## config.mk

```make
export PLATFORM = sky130hd
export DESIGN_NAME = pio_interval_timer
export DESIGN_NICKNAME = d
export VERILOG_FILES = /design/src/rtl/pit_pkg.sv /design/src/rtl/pit_ports.sv /design/src/rtl/pit_timer.sv /design/src/rtl/pio_interval_timer.sv
export SDC_FILE = /design/constraint.sdc
export NUM_CORES = 1
export LEC_CHECK = 0
export ABC_AREA = 0
export CORE_ASPECT_RATIO = 0.75
export CORE_MARGIN = 1.5
export CORE_UTILIZATION = 40
export CTS_BUF_LIST = sky130_fd_sc_hd__clkbuf_16
export DETAILED_ROUTE_END_ITERATION = 10
export HOLD_SLACK_MARGIN = 0.08
export PLACE_DENSITY = 0.61
export SLEW_MARGIN = 40
export SYNTH_ARGS = -nofsm -noshare
export SYNTH_HDL_FRONTEND = slang
export SYNTH_SLANG_ARGS = --single-unit
```

## constraint.sdc

```tcl
create_clock -name clk -period 3.25 [get_ports clk]
set_input_delay 0.325 -clock clk [delete_from_list [all_inputs] [get_ports clk]]
set_output_delay 0.325 -clock clk [all_outputs]
set_load 0.05 [all_outputs]
```

## src/rtl/pit_pkg.sv

```systemverilog
package pit_pkg;

    localparam int OFF_W      = 5;
    localparam int MAX_SHIFT  = 10;
    localparam int POST_TICKS = 255;

    typedef enum logic [1:0] {
        TM_IDLE  = 2'd0,
        TM_COUNT = 2'd1,
        TM_POST  = 2'd2
    } tm_state_e;

    typedef enum logic [2:0] {
        ACC_NONE  = 3'd0,
        ACC_PWR   = 3'd1,
        ACC_PRD   = 3'd2,
        ACC_EDGE  = 3'd3,
        ACC_START = 3'd4,
        ACC_TREAD = 3'd5,
        ACC_FREAD = 3'd6
    } acc_e;

    // log2 of the prescaler picked by the two low offset bits
    function automatic logic [3:0] div_shift(input logic [1:0] code);
        case (code)
            2'd0:    return 4'd0;
            2'd1:    return 4'd3;
            2'd2:    return 4'd6;
            default: return 4'd10;
        endcase
    endfunction

    function automatic acc_e decode(input logic en, input logic we,
                                    input logic [OFF_W-1:0] off);
        if (!en)          return ACC_NONE;
        if (!off[2])      return we ? ACC_PWR : ACC_PRD;
        if (we)           return off[4] ? ACC_START : ACC_EDGE;
        return off[0] ? ACC_FREAD : ACC_TREAD;
    endfunction

endpackage

```

## src/rtl/pit_ports.sv

```systemverilog
module pit_ports #(
    parameter int DW = 8
) (
    input  logic          clk,
    input  logic          rst,
    input  logic          wr_en,
    input  logic [1:0]    sel,
    input  logic [DW-1:0] wdata,
    output logic [DW-1:0] rdata
);
    localparam int NPORT = 2;

    logic [DW-1:0] dat_q [NPORT];
    logic [DW-1:0] ddr_q [NPORT];

    always_ff @(posedge clk) begin
        if (rst) begin
            for (int p = 0; p < NPORT; p++) begin
                dat_q[p] <= '1;
                ddr_q[p] <= '0;
            end
        end else if (wr_en) begin
            if (sel[0])
                ddr_q[sel[1]] <= wdata;
            else
                dat_q[sel[1]] <= (dat_q[sel[1]] & ~ddr_q[sel[1]]) |
                                 (wdata & ddr_q[sel[1]]);
        end
    end

    assign rdata = sel[0] ? ddr_q[sel[1]] : dat_q[sel[1]];

    for (genvar p = 0; p < NPORT; p++) begin : g_chk
        // input-direction bits survive a data write
        p_ddr_mask_r3: assert property (@(posedge clk) disable iff (rst)
            (wr_en && sel == {1'(p), 1'b0}) |=>
            (((dat_q[p] ^ $past(dat_q[p])) & ~$past(ddr_q[p])) == '0));
    end

endmodule

```

## src/rtl/pit_timer.sv

```systemverilog
module pit_timer
    import pit_pkg::*;
#(
    parameter int DW = 8,
    parameter int CW = DW + MAX_SHIFT
) (
    input  logic          clk,
    input  logic          rst,
    input  logic          tick,
    input  logic          start,
    input  logic [DW-1:0] start_val,
    input  logic [1:0]    start_sel,
    output tm_state_e     state,
    output logic          expire,
    output logic [DW-1:0] rdval
);
    logic [CW-1:0] rem_q;
    logic [1:0]    sel_q;
    logic          last;

    assign last   = (rem_q <= CW'(1));
    assign expire = tick && (state == TM_COUNT) && last;

    always_ff @(posedge clk) begin
        if (rst) begin
            state <= TM_IDLE;
            rem_q <= '0;
            sel_q <= 2'd0;
        end else if (start) begin
            state <= TM_COUNT;
            rem_q <= CW'(start_val) << div_shift(start_sel);
            sel_q <= start_sel;
        end else if (tick) begin
            case (state)
                TM_COUNT: begin
                    if (last) begin
                        state <= TM_POST;
                        rem_q <= CW'(POST_TICKS);
                    end else begin
                        rem_q <= rem_q - CW'(1);
                    end
                end
                TM_POST: begin
                    if (last) begin
                        state <= TM_IDLE;
                        rem_q <= '0;
                    end else begin
                        rem_q <= rem_q - CW'(1);
                    end
                end
                default: ;
            endcase
        end
    end

    always_comb begin
        case (state)
            TM_COUNT: rdval = DW'(rem_q >> div_shift(sel_q));
            TM_POST:  rdval = DW'(rem_q);
            default:  rdval = '0;
        endcase
    end

    // post phase always holds a nonzero count no larger than its length
    p_post_bound_r7: assert property (@(posedge clk) disable iff (rst)
        (state == TM_POST) |-> (rem_q != '0 && rem_q <= CW'(POST_TICKS)));

    // entering the post phase loads its full length
    p_enter_post_r7: assert property (@(posedge clk) disable iff (rst)
        (state == TM_POST && $past(state) == TM_COUNT) |-> (rem_q == CW'(POST_TICKS)));

    // no tick, no start -> timer frozen
    p_hold_r11: assert property (@(posedge clk) disable iff (rst)
        (!tick && !start) |=> ($stable(rem_q) && $stable(state)));

endmodule

```

## src/rtl/pio_interval_timer.sv

```systemverilog
module pio_interval_timer
    import pit_pkg::*;
#(
    parameter int DW = 8
) (
    input  logic             clk,
    input  logic             rst,
    input  logic             tick,
    input  logic             bus_en,
    input  logic             bus_we,
    input  logic [OFF_W-1:0] bus_off,
    input  logic [DW-1:0]    bus_wdata,
    output logic [DW-1:0]    bus_rdata,
    output logic             irq,
    output logic [1:0]       pa7_edge_mode
);
    localparam int CW = DW + MAX_SHIFT;

    acc_e          kind;
    logic [DW-1:0] port_rdata;
    logic [DW-1:0] tm_rdata;
    tm_state_e     tm_state;
    logic          tm_expire;
    logic          flag_q;
    logic          irq_en_q;
    logic [DW-1:0] flag_byte;

    assign kind      = decode(bus_en, bus_we, bus_off);
    assign flag_byte = {flag_q, {(DW-1){1'b0}}};

    pit_ports #(.DW(DW)) u_ports (
        .clk   (clk),
        .rst   (rst),
        .wr_en (kind == ACC_PWR),
        .sel   (bus_off[1:0]),
        .wdata (bus_wdata),
        .rdata (port_rdata)
    );

    pit_timer #(.DW(DW), .CW(CW)) u_timer (
        .clk       (clk),
        .rst       (rst),
        .tick      (tick),
        .start     (kind == ACC_START),
        .start_val (bus_wdata),
        .start_sel (bus_off[1:0]),
        .state     (tm_state),
        .expire    (tm_expire),
        .rdval     (tm_rdata)
    );

    // Tick first, then the access, judged against the pre-edge timer state
    always_ff @(posedge clk) begin
        if (rst) begin
            flag_q        <= 1'b0;
            irq           <= 1'b0;
            irq_en_q      <= 1'b0;
            pa7_edge_mode <= 2'd0;
        end else if (kind == ACC_START) begin
            irq_en_q <= bus_off[3];
            irq      <= 1'b0;
            flag_q   <= (tm_state == TM_COUNT) ? (flag_q | tm_expire) : 1'b0;
        end else begin
            if (kind == ACC_TREAD)
                irq_en_q <= bus_off[3];
            if (kind == ACC_EDGE)
                pa7_edge_mode <= bus_off[1:0];
            if (tm_expire) begin
                flag_q <= 1'b1;
                irq    <= irq_en_q;
            end else if (kind == ACC_FREAD) begin
                flag_q <= 1'b0;
                irq    <= 1'b0;
            end
        end
    end

    always_comb begin
        if (!bus_off[2])     bus_rdata = port_rdata;
        else if (bus_off[0]) bus_rdata = flag_byte;
        else                 bus_rdata = tm_rdata;
    end

    // a start write always leaves irq low
    p_start_irq_low_r6: assert property (@(posedge clk) disable iff (rst)
        (bus_en && bus_we && bus_off[2] && bus_off[4]) |=> !irq);

    // a flag read with no coinciding expiry clears flag and irq
    p_fread_clear_r10: assert property (@(posedge clk) disable iff (rst)
        (kind == ACC_FREAD && !tm_expire) |=> (!irq && !flag_q));

    // an interrupt is only ever requested with the flag raised
    p_irq_needs_flag_r7: assert property (@(posedge clk) disable iff (rst)
        irq |-> flag_q);

    // an expiry is never lost, even under a start or a flag read
    p_expire_sets_flag_r12: assert property (@(posedge clk) disable iff (rst)
        tm_expire |=> flag_q);

endmodule

```

[Yosys cells after proc, flatten, opt, wreduce, memory -nomap -nowiden]
Memories as Yosys holds them, arrays and structs flattened.
Cells that the tools add are included.
Storage, ports and cells
  bits in registers: 27
  memory bits (writable): 32
  input bits: 18
  output and inout port bits: 11
  logic and storage cells: 108
  memories: 2
Cells by class
  add/sub/neg operators: 1
  $lt $le $gt $ge: 1
  equal/unequal tests: 15
  shifts and indexed selects: 2
  mux-type cells: 56
  bitwise logic cells: 6
  reductions and logical operators: 17
Memory list
  u_ports.dat_q: words 2, width 8, read ports 1, clocked after Yosys merged registers in 0, wr ports 2, RTL line pit_ports.sv:13  | logic [DW-1:0] dat_q [NPORT];
  u_ports.ddr_q: words 2, width 8, read ports 1, clocked after Yosys merged registers in 0, wr ports 2, RTL line pit_ports.sv:14  | logic [DW-1:0] ddr_q [NPORT];
Operators by type and width (count)
  two-way mux 18 bit: 4
  two-way mux 8 bit: 5
  case mux 18 bit (2 select lines): 1
  two-way mux 1 bit: 28
  case mux 4 bit (3 select lines): 2
  two-way mux 3 bit: 7
  less-or-equal comparator 18 x 1 -> 1 bit, second input constant: 1
  << shifter 8 x 4 -> 18 bit: 1
  right shift 18 x 4 -> 8 bit: 1
  subtractor 18 x 1 -> 18 bit, second input constant: 1
  bitwise AND 8 bit: 2
  case mux 8 bit (2 select lines): 1
  OR reduction 8 bit: 2
  two-way mux 4 bit: 3
  == test 3 bit, second input constant: 3
  two-way mux 2 bit: 4
  NOT 8 bit: 1
  bitwise OR 8 bit: 1
  AND reduction 4 bit: 2
  nonzero test 2 bit: 4
  == test 2 x 1 -> 1 bit, second input constant: 3
  == test 2 bit, second input constant: 3
  inequality test 3 x 1 -> 1 bit, second input constant: 2
  nonzero test 3 bit: 2
  10 further kinds: 14

[Depth between registers and ports, before layout]
Gate-level depths: netlist of the first run.
  depth in word-level cells: 13
  depth in mapped cells: 8
  gate-level depth less buffers: 7

[By module]
A second synthesis of the first run with hierarchy kept.
Unflattened totals
  cell total of the unflattened synthesis: 407
  area, all modules: 3875.0 sq um
By module, submodules not included
  pit_timer: times used 1, cells an instance 255, area each 1894.3 sq um, seq. area each 440.4 sq um
  pit_ports: times used 1, cells an instance 100, area each 1609.0 sq um, seq. area each 960.9 sq um
  pio_interval_timer: times used 1, cells an instance 52, area each 371.6 sq um, seq. area each 100.1 sq um

[Least setup slack after synthesis of the first run]
No wires, ideal clock.
  path kind: register -> output
  from: register u_timer.state[0]
  to: output port bus_rdata[0]
  arrival time: 2.793 ns
  data required time: 2.925 ns
  setup slack: 0.132 ns
  cell stages (with the launch flop): 6
  buffers on the path: 1
  cells stage by stage: dfxtp_1 inv_1 ha_1 or2_2 clkbuf_1 o41ai_1
On the way
  word-level cells in the longest chain between the ends: 4
  elaborated cells between the ends (all ways): 5
  classes of those cells: 2 x eq/ne; 3 x mux
Ends and longest elaborated chain
  start, declared: RTL line pit_timer.sv:13  | output tm_state_e state,
  start signal, assigned: RTL line pit_timer.sv:26  | state <= TM_IDLE;
  start signal, assigned: RTL line pit_timer.sv:30  | state <= TM_COUNT;
  start signal, assigned: RTL line pit_timer.sv:37  | state <= TM_POST;
  == test 2 bit or == test 2 x 1 -> 1 bit (tied branches): RTL line pit_timer.sv:57  | case (state)
  case mux 8 bit (2 select lines) *: RTL line pit_timer.sv:57
  two-way mux 8 bit *: RTL line pio_interval_timer.sv:80  | else if (bus_off[0]) bus_rdata = flag_byte;
  two-way mux 8 bit *: RTL line pio_interval_timer.sv:79  | if (!bus_off[2]) bus_rdata = port_rdata;
  end, declared: RTL line pio_interval_timer.sv:13  | output logic [DW-1:0] bus_rdata,
Mark *: on every way between the ends. The rest lies on a longest branch, timed or not.

[Worst setup path in the final report of the first run]
  from: register u_timer.state[1]
  to: output port bus_rdata[5]
The elaborated chain is that of the path after synthesis.

==> reports/qor.csv, run 1 <==
metric;value;unit
Die W;116;um
worst path buffer plus inverter count;3;
hold path startpoint;irq_en_q$_SDFFE_PP0P_;
CP startpoint kind;flip-flop;
Worst EP required;2920;ps
routed vias;3435;
Final #Nets;457;
fill cell count;843;
n_diodes;0;
Clock Skew;3.53;ps
Slew HR;57.9;%
final setup fails;0;
CTS Root Cell;clkbuf_16;
RSZ-0062 raised after global routing;false;
Initial Util;41.8;%
Ys Warns;0;
total wire length;11200;um
fin crit period;2860;ps
Primary FF master, synth;edfxtp_1;
Max Cap Viol;0;
actual slew at the worst max-slew pin;623;ps
I/O pin total;29;
Post-synth EDFFs;32;
Synth Register Bits;59;
reg2reg setup slack;1060;ps
Hold Buf Count CTS;0;
Max Transition Viols Final;0;
CP peak stage delay;600;ps
CP max FO;9;
synthesized area per cell;9.38;sq um
delay-heaviest family, CP;compound AO/OA/AOI/OAI gates;
HPWL Detailed;7980;um
first-pass GRT wire length;17700;um
port buffer count;28;
post-CTS sizing;0;
worst vdd ir;333;uV
Clk Latency, worst-skew pair;320;ps
R2R Path Start;u_timer.rem_q[10]$_SDFFE_PP0P_;
Sink Count;59;
Tcrit/Tclk final;87.9;%
HP Class;reg -> reg;
core area;9200;sq um
DRC viols;0;
DIE HEIGHT;87.9;um
hold path depth;2;
register area share after synthesis;39.0;%
first-pass detailed-route iteration total;5;
via-per-instance ratio;6.05;
CP Class;reg -> out;
CTS tree;yes;
Synth cell types;61;
CP Cell Sequence;inv_1 > ha_1 > clkinv_1 > a221oi_1 > a21oi_1 > o41ai_1 > buf_12;
row count;30;
Power Density;566;nW/um^2
status;complete, no violations;
pin count of the biggest net entering global routing;35;
Worst-path clk slew;50;ps
Mapped Cells;410;
layout cells sized above 1;14.3;%
number of global-route vias before repair;3240;
1st-iter DRT viols;269;
Global Route Usage Sum;23.2;%
Reg-to-Reg End;u_timer.rem_q[5]$_SDFFE_PP0P_;
Layout Utilization;50.5;%
Num CTS Buffers;9;
Final Power;0.00263;W
WL/cell;19.7;um
Die ar.;10200;sq um
Max Clk Rate;350;MHz
Overflow after GRT;0;
Syn Nets;432;
WHS Endpoint;irq$_SDFFE_PP0P_;
antenna violations before repair;0;
post-CTS setup buffer count;0;
depth of the worst register-to-register path;5;
mapped cell area;3840;sq um
share of flip-flops with an asynchronous set or reset;0;%
Worst path slowest cell;o41ai_1;
ANT nets after route;0;
Setup TNS;0;ps
Worst Path Arrival;2530;ps
gpl congestion;0.934;
Syn-to-layout area delta;20.9;%
kind of end point of the critical path;primary output;
critical path startpoint;u_timer.state[1]$_SDFFE_PP0P_;
P_leak;1.61;nW
CTS Buffer Depth;2;
htree depth;3;
final hold violations;0;
-- per-stage QoR --
stage | setup WS [ps] | std cells | cell area [sq um] | hold WS [ps]
2_1_floorplan | 132 | 410 | 3840 | 456
3_3_place_gp | 730 | 552 | 4310 | 483
3_5_place_dp | 673 | 552 | 4310 | 476
4_1_cts | 381 | 568 | 4650 | 485
5_1_grt | 224 | 568 | 4650 | 510
6_report | 392 | 568 | 4650 | 482
-- worst register-to-register path, stage by stage (launching register included) --
cell	delay (ps)
dfxtp_1	410
or4_4	600
nor3_4	380
and3_4	310
a21oi_2	130
a221oi_1	270
-- area by class of cell --
| cell class | instances | area, sq um | area share, % |
|---|---|---|---|
| sequential | 59 | 1500 | 32.3 |
| tap | 128 | 160 | 3.45 |
| inverter | 16 | 60.1 | 1.29 |
| timing repair buffer | 42 | 453 | 9.74 |
| multi-input combinational | 307 | 2130 | 45.9 |
| clock buffer | 9 | 225 | 4.85 |
| clock inverter | 7 | 116 | 2.50 |
-- routing by layer --
layer / global-route usage (%) / share of wire [%] / vias to the layer above
met5: 0 / 0 / -
met4: 5.99 / 1.1 / 0
met3: 4.50 / 7.0 / 10
met2: 33.8 / 43 / 132
met1: 35.0 / 49 / 1680
li1: - / - / 1613
-- cells in the final DEF (no fill, tap or decap), types with 16 or more instances in the layout --
cell / synthesis / layout
a21oi_1: 31 / 31
a221oi_1: 16 / 16
and2_1: 16 / 16
clkdlybuf4s50_1: 0 / 20
dfxtp_1: 27 / 27
edfxtp_1: 32 / 32
mux2i_1: 32 / 32
nand2_1: 24 / 24
nand3_1: 28 / 28
nor2_1: 31 / 31
nor3_1: 16 / 16
-- flip-flops by register name, summed over array words and instances, names as in the netlist --
signal,flops
flag_q,1
u_timer.sel_q,2
u_timer.state,2
u_timer.rem_q,18
irq_en_q,1
irq,1
u_ports.ddr_q,16
pa7_edge_mode,2
u_ports.dat_q,16
-- Yosys cell counts, types with 7 or more instances --
library cell   n  area, sq um
a21oi_1       31          155
a221oi_1      16          140
a22oi_1        8         60.1
and2_1        16          100
clkbuf_1      14         52.6
dfxtp_1       27          541
edfxtp_1      32          961
inv_1         15         56.3
mux2i_1       32          320
mux4_2         7          158
nand2_1       24         90.1
nand3_1       28          140
nor2_1        31          116
nor2b_1        8         50.1
nor3_1        16         80.1
o21ai_0       10         50.1
o41ai_1        7         61.3
-- how the worst max path moves through the flow --
stage | slack [ps] | endpoint | cells after the start
4_1_cts | 380 | bus_rdata[5] | 7
6_report | 390 | bus_rdata[5] | 7
5_1_grt | 220 | bus_rdata[5] | 7
3_5_place_dp | 670 | bus_rdata[5] | 4
2_1_floorplan | 130 | bus_rdata[0] | 5
3_3_place_gp | 730 | bus_rdata[3] | 4
-- cells by family after synthesis --
kind of cell | after synthesis | share of synthesized area, %
AO/OA/AOI/OAI | 102 | 18.2
XOR/XNOR | 6 | 1.37
adder cells (fa/ha/maj) | 4 | 1.30
buffers and inverters | 44 | 5.50
flip-flops | 59 | 39.0
multiplexers | 39 | 12.4
AND/OR/NAND/NOR | 156 | 22.2
-- power by group --
part	internal (W)	total (W)	switching (W)	leakage, nW
registers	0.000825	0.000884	0.0000590	0.482
logic	0.000273	0.000655	0.000382	0.967
clock network	0.000747	0.00109	0.000346	0.165
total	0.00184	0.00263	0.000787	1.61
Note: power is estimated with default switching activity, not from simulation.
==> run 2, diff against run 1 <==
--- a/config.mk
+++ b/config.mk
@@ -9,10 +9,10 @@
 export CORE_ASPECT_RATIO = 0.75
 export CORE_MARGIN = 1.5
 export CORE_UTILIZATION = 40
-export CTS_BUF_LIST = sky130_fd_sc_hd__clkbuf_16
+export CTS_BUF_LIST = sky130_fd_sc_hd__clkbuf_8
 export DETAILED_ROUTE_END_ITERATION = 10
 export HOLD_SLACK_MARGIN = 0.08
-export PLACE_DENSITY = 0.61
+export PLACE_DENSITY_LB_ADDON = 0.05
 export SLEW_MARGIN = 40
 export SYNTH_ARGS = -nofsm -noshare
 export SYNTH_HDL_FRONTEND = slang
==> reports/qor.csv, run 2 (synthesis results as in run 1) <==
metric;value;unit
status;complete, no violations;
total wire length;11600;um
Worst EP required;2920;ps
worst vdd ir;196;uV
kind of end point of the critical path;primary output;
Max Clk Rate;345;MHz
via-per-instance ratio;6.11;
CP startpoint kind;flip-flop;
layout cells sized above 1;13.5;%
WL/cell;20.4;um
Die W;116;um
Tcrit/Tclk final;89.3;%
GR Layer Usage met1;37.0;%
GR Util met2;32.8;%
reg2reg setup slack;740;ps
Most flops, register;u_timer.rem_q;
Clock Skew;9.52;ps
Setup TNS;0;ps
first-pass GRT wire length;18300;um
1st-iter DRT viols;346;
HPWL Detailed;8250;um
R2R Path Start;u_timer.rem_q[0]$_SDFFE_PP0P_;
P_leak;1.53;nW
routed vias;3457;
antenna violations before repair;0;
final hold violations;0;
pin count of the biggest net entering global routing;35;
CP max FO;9;
port buffer count;28;
row count;30;
peak-usage layer in the global routing report;met1;
critical path startpoint;u_timer.state[1]$_SDFFE_PP0P_;
Num CTS Buffers;9;
Worst Path Arrival;2580;ps
core area;9200;sq um
Syn-to-layout area delta;16.4;%
Critical path destination;bus_rdata[1];
depth of the worst register-to-register path;7;
CTS Root Cell;clkbuf_8;
Initial Util;41.8;%
Power Density;488;nW/um^2
CP peak stage delay;600;ps
Slew HR;45.7;%
CTS Buffer Depth;2;
final setup fails;0;
Sink Count;59;
I/O pin total;29;
CP Cell Sequence;inv_1 > ha_1 > clkinv_1 > a221oi_1 > a21oi_1 > o41ai_1 > buf_12;
ANT nets after route;0;
final setup margin;349;ps
actual slew at the worst max-slew pin;815;ps
number of global-route vias before repair;3249;
Worst path slowest cell;o41ai_1;
Largest regs;u_timer.rem_q: 18 flops, u_ports.dat_q: 16 flops, u_ports.ddr_q: 16 flops;
most frequent cells in the layout;mux2i_1, edfxtp_1, a21oi_1, nor2_1, nand3_1;
final hold slack;495;ps
met3 Usage GRT;7.13;%
first-pass detailed-route iteration total;4;
Die ar.;10200;sq um
Reg-to-Reg End;u_timer.rem_q[12]$_SDFFE_PP0P_;
post-placement worst setup slack;548;ps
Layout Utilization;48.7;%
number of flip-flops in the largest register;18;
Overflow after GRT;0;
HP Class;reg -> reg;
Final #Nets;455;
n_diodes;0;
CP Class;reg -> out;
gpl congestion;0.937;
post-CTS setup buffer count;0;
DIE HEIGHT;87.9;um
DRC viols;0;
fin crit period;2900;ps
post-CTS sizing;0;
htree depth;3;
Max Cap Viol;0;
RSZ-0062 raised after global routing;false;
CTS tree;yes;
Hold Buf Count CTS;0;
Max Transition Viols Final;0;
Clk Latency, worst-skew pair;350;ps
Worst-path clk slew;60;ps
Global Route Usage Sum;24.1;%
==> run 2: changes by cell type in the layout (fill, tap and decap cells not counted), sizes merged <==
cell	previous run	this run
bufinv	3	1
clkinv	4	6
buf	22	20
==> run 2: area by class of cell <==
type / count / area [sq um]
clock buffer: 9 / 124
clock inverter: 7 / 58.8
fill: 872 / 4720
multi-input combinational: 307 / 2130
inverter: 16 / 60.1
tap: 128 / 160
timing repair buffer: 40 / 438
sequential: 59 / 1500
==> run 2: worst min path at each step <==
stage | start | endpoint | slack (ps) | cells after the start
2_1_floorplan | irq_en_q$_SDFFE_PP0P_ | irq$_SDFFE_PP0P_ | 460 | 2
3_3_place_gp | pa7_edge_mode[1]$_SDFFE_PP0P_ | pa7_edge_mode[1]$_SDFFE_PP0P_ | 480 | 2
3_5_place_dp | pa7_edge_mode[1]$_SDFFE_PP0P_ | pa7_edge_mode[1]$_SDFFE_PP0P_ | 480 | 2
4_1_cts | pa7_edge_mode[1]$_SDFFE_PP0P_ | pa7_edge_mode[1]$_SDFFE_PP0P_ | 500 | 2
5_1_grt | flag_q$_SDFFE_PP0P_ | flag_q$_SDFFE_PP0P_ | 520 | 2
6_report | irq_en_q$_SDFFE_PP0P_ | irq$_SDFFE_PP0P_ | 500 | 2
==> run 2: metal layers <==
| metal | vias up | part of all wire [%] |
|---|---|---|
| li1 | 1600 | - |
| met1 | 1688 | 50 |
| met2 | 146 | 40 |
| met3 | 23 | 8.4 |
| met4 | 0 | 1.9 |
| met5 | - | 0 |
==> run 2: through the flow <==
| step | cell area (sq um) | total power, W | std cells |
|---|---|---|---|
| floorplan | 3840 | 0.00134 | 410 |
| global placement | 4290 | 0.00153 | 550 |
| detailed placement | 4290 | 0.00153 | 550 |
| CTS | 4470 | 0.00218 | 566 |
| global route | 4480 | 0.00228 | 566 |
| finish | 4480 | 0.00219 | 566 |
==> run 2: critical path, delay by kind of cell (launching register included) <==
| family | cells | cell delay (ps) |
|---|---|---|
| buf+inv | 3 | 610 |
| fa+ha+maj | 1 | 280 |
| compound gates | 3 | 1010 |
| flops | 1 | 320 |
==> run 2: power by group <==
group,switching (W),total [W],internal (W)
Clock,0.000308,0.000651,0.000343
Sequential,0.0000567,0.000881,0.000824
Combinational,0.000394,0.000654,0.000260
Total,0.000759,0.00219,0.00143
==> run 3, diff against run 2 <==
--- a/config.mk
+++ b/config.mk
@@ -6,6 +6,7 @@
 export NUM_CORES = 1
 export LEC_CHECK = 0
 export ABC_AREA = 0
+export CAP_MARGIN = 25
 export CORE_ASPECT_RATIO = 0.75
 export CORE_MARGIN = 1.5
 export CORE_UTILIZATION = 40
==> results of run 3 <==
Same layout as run 2: the final DEF is identical, and so are final timing and power.
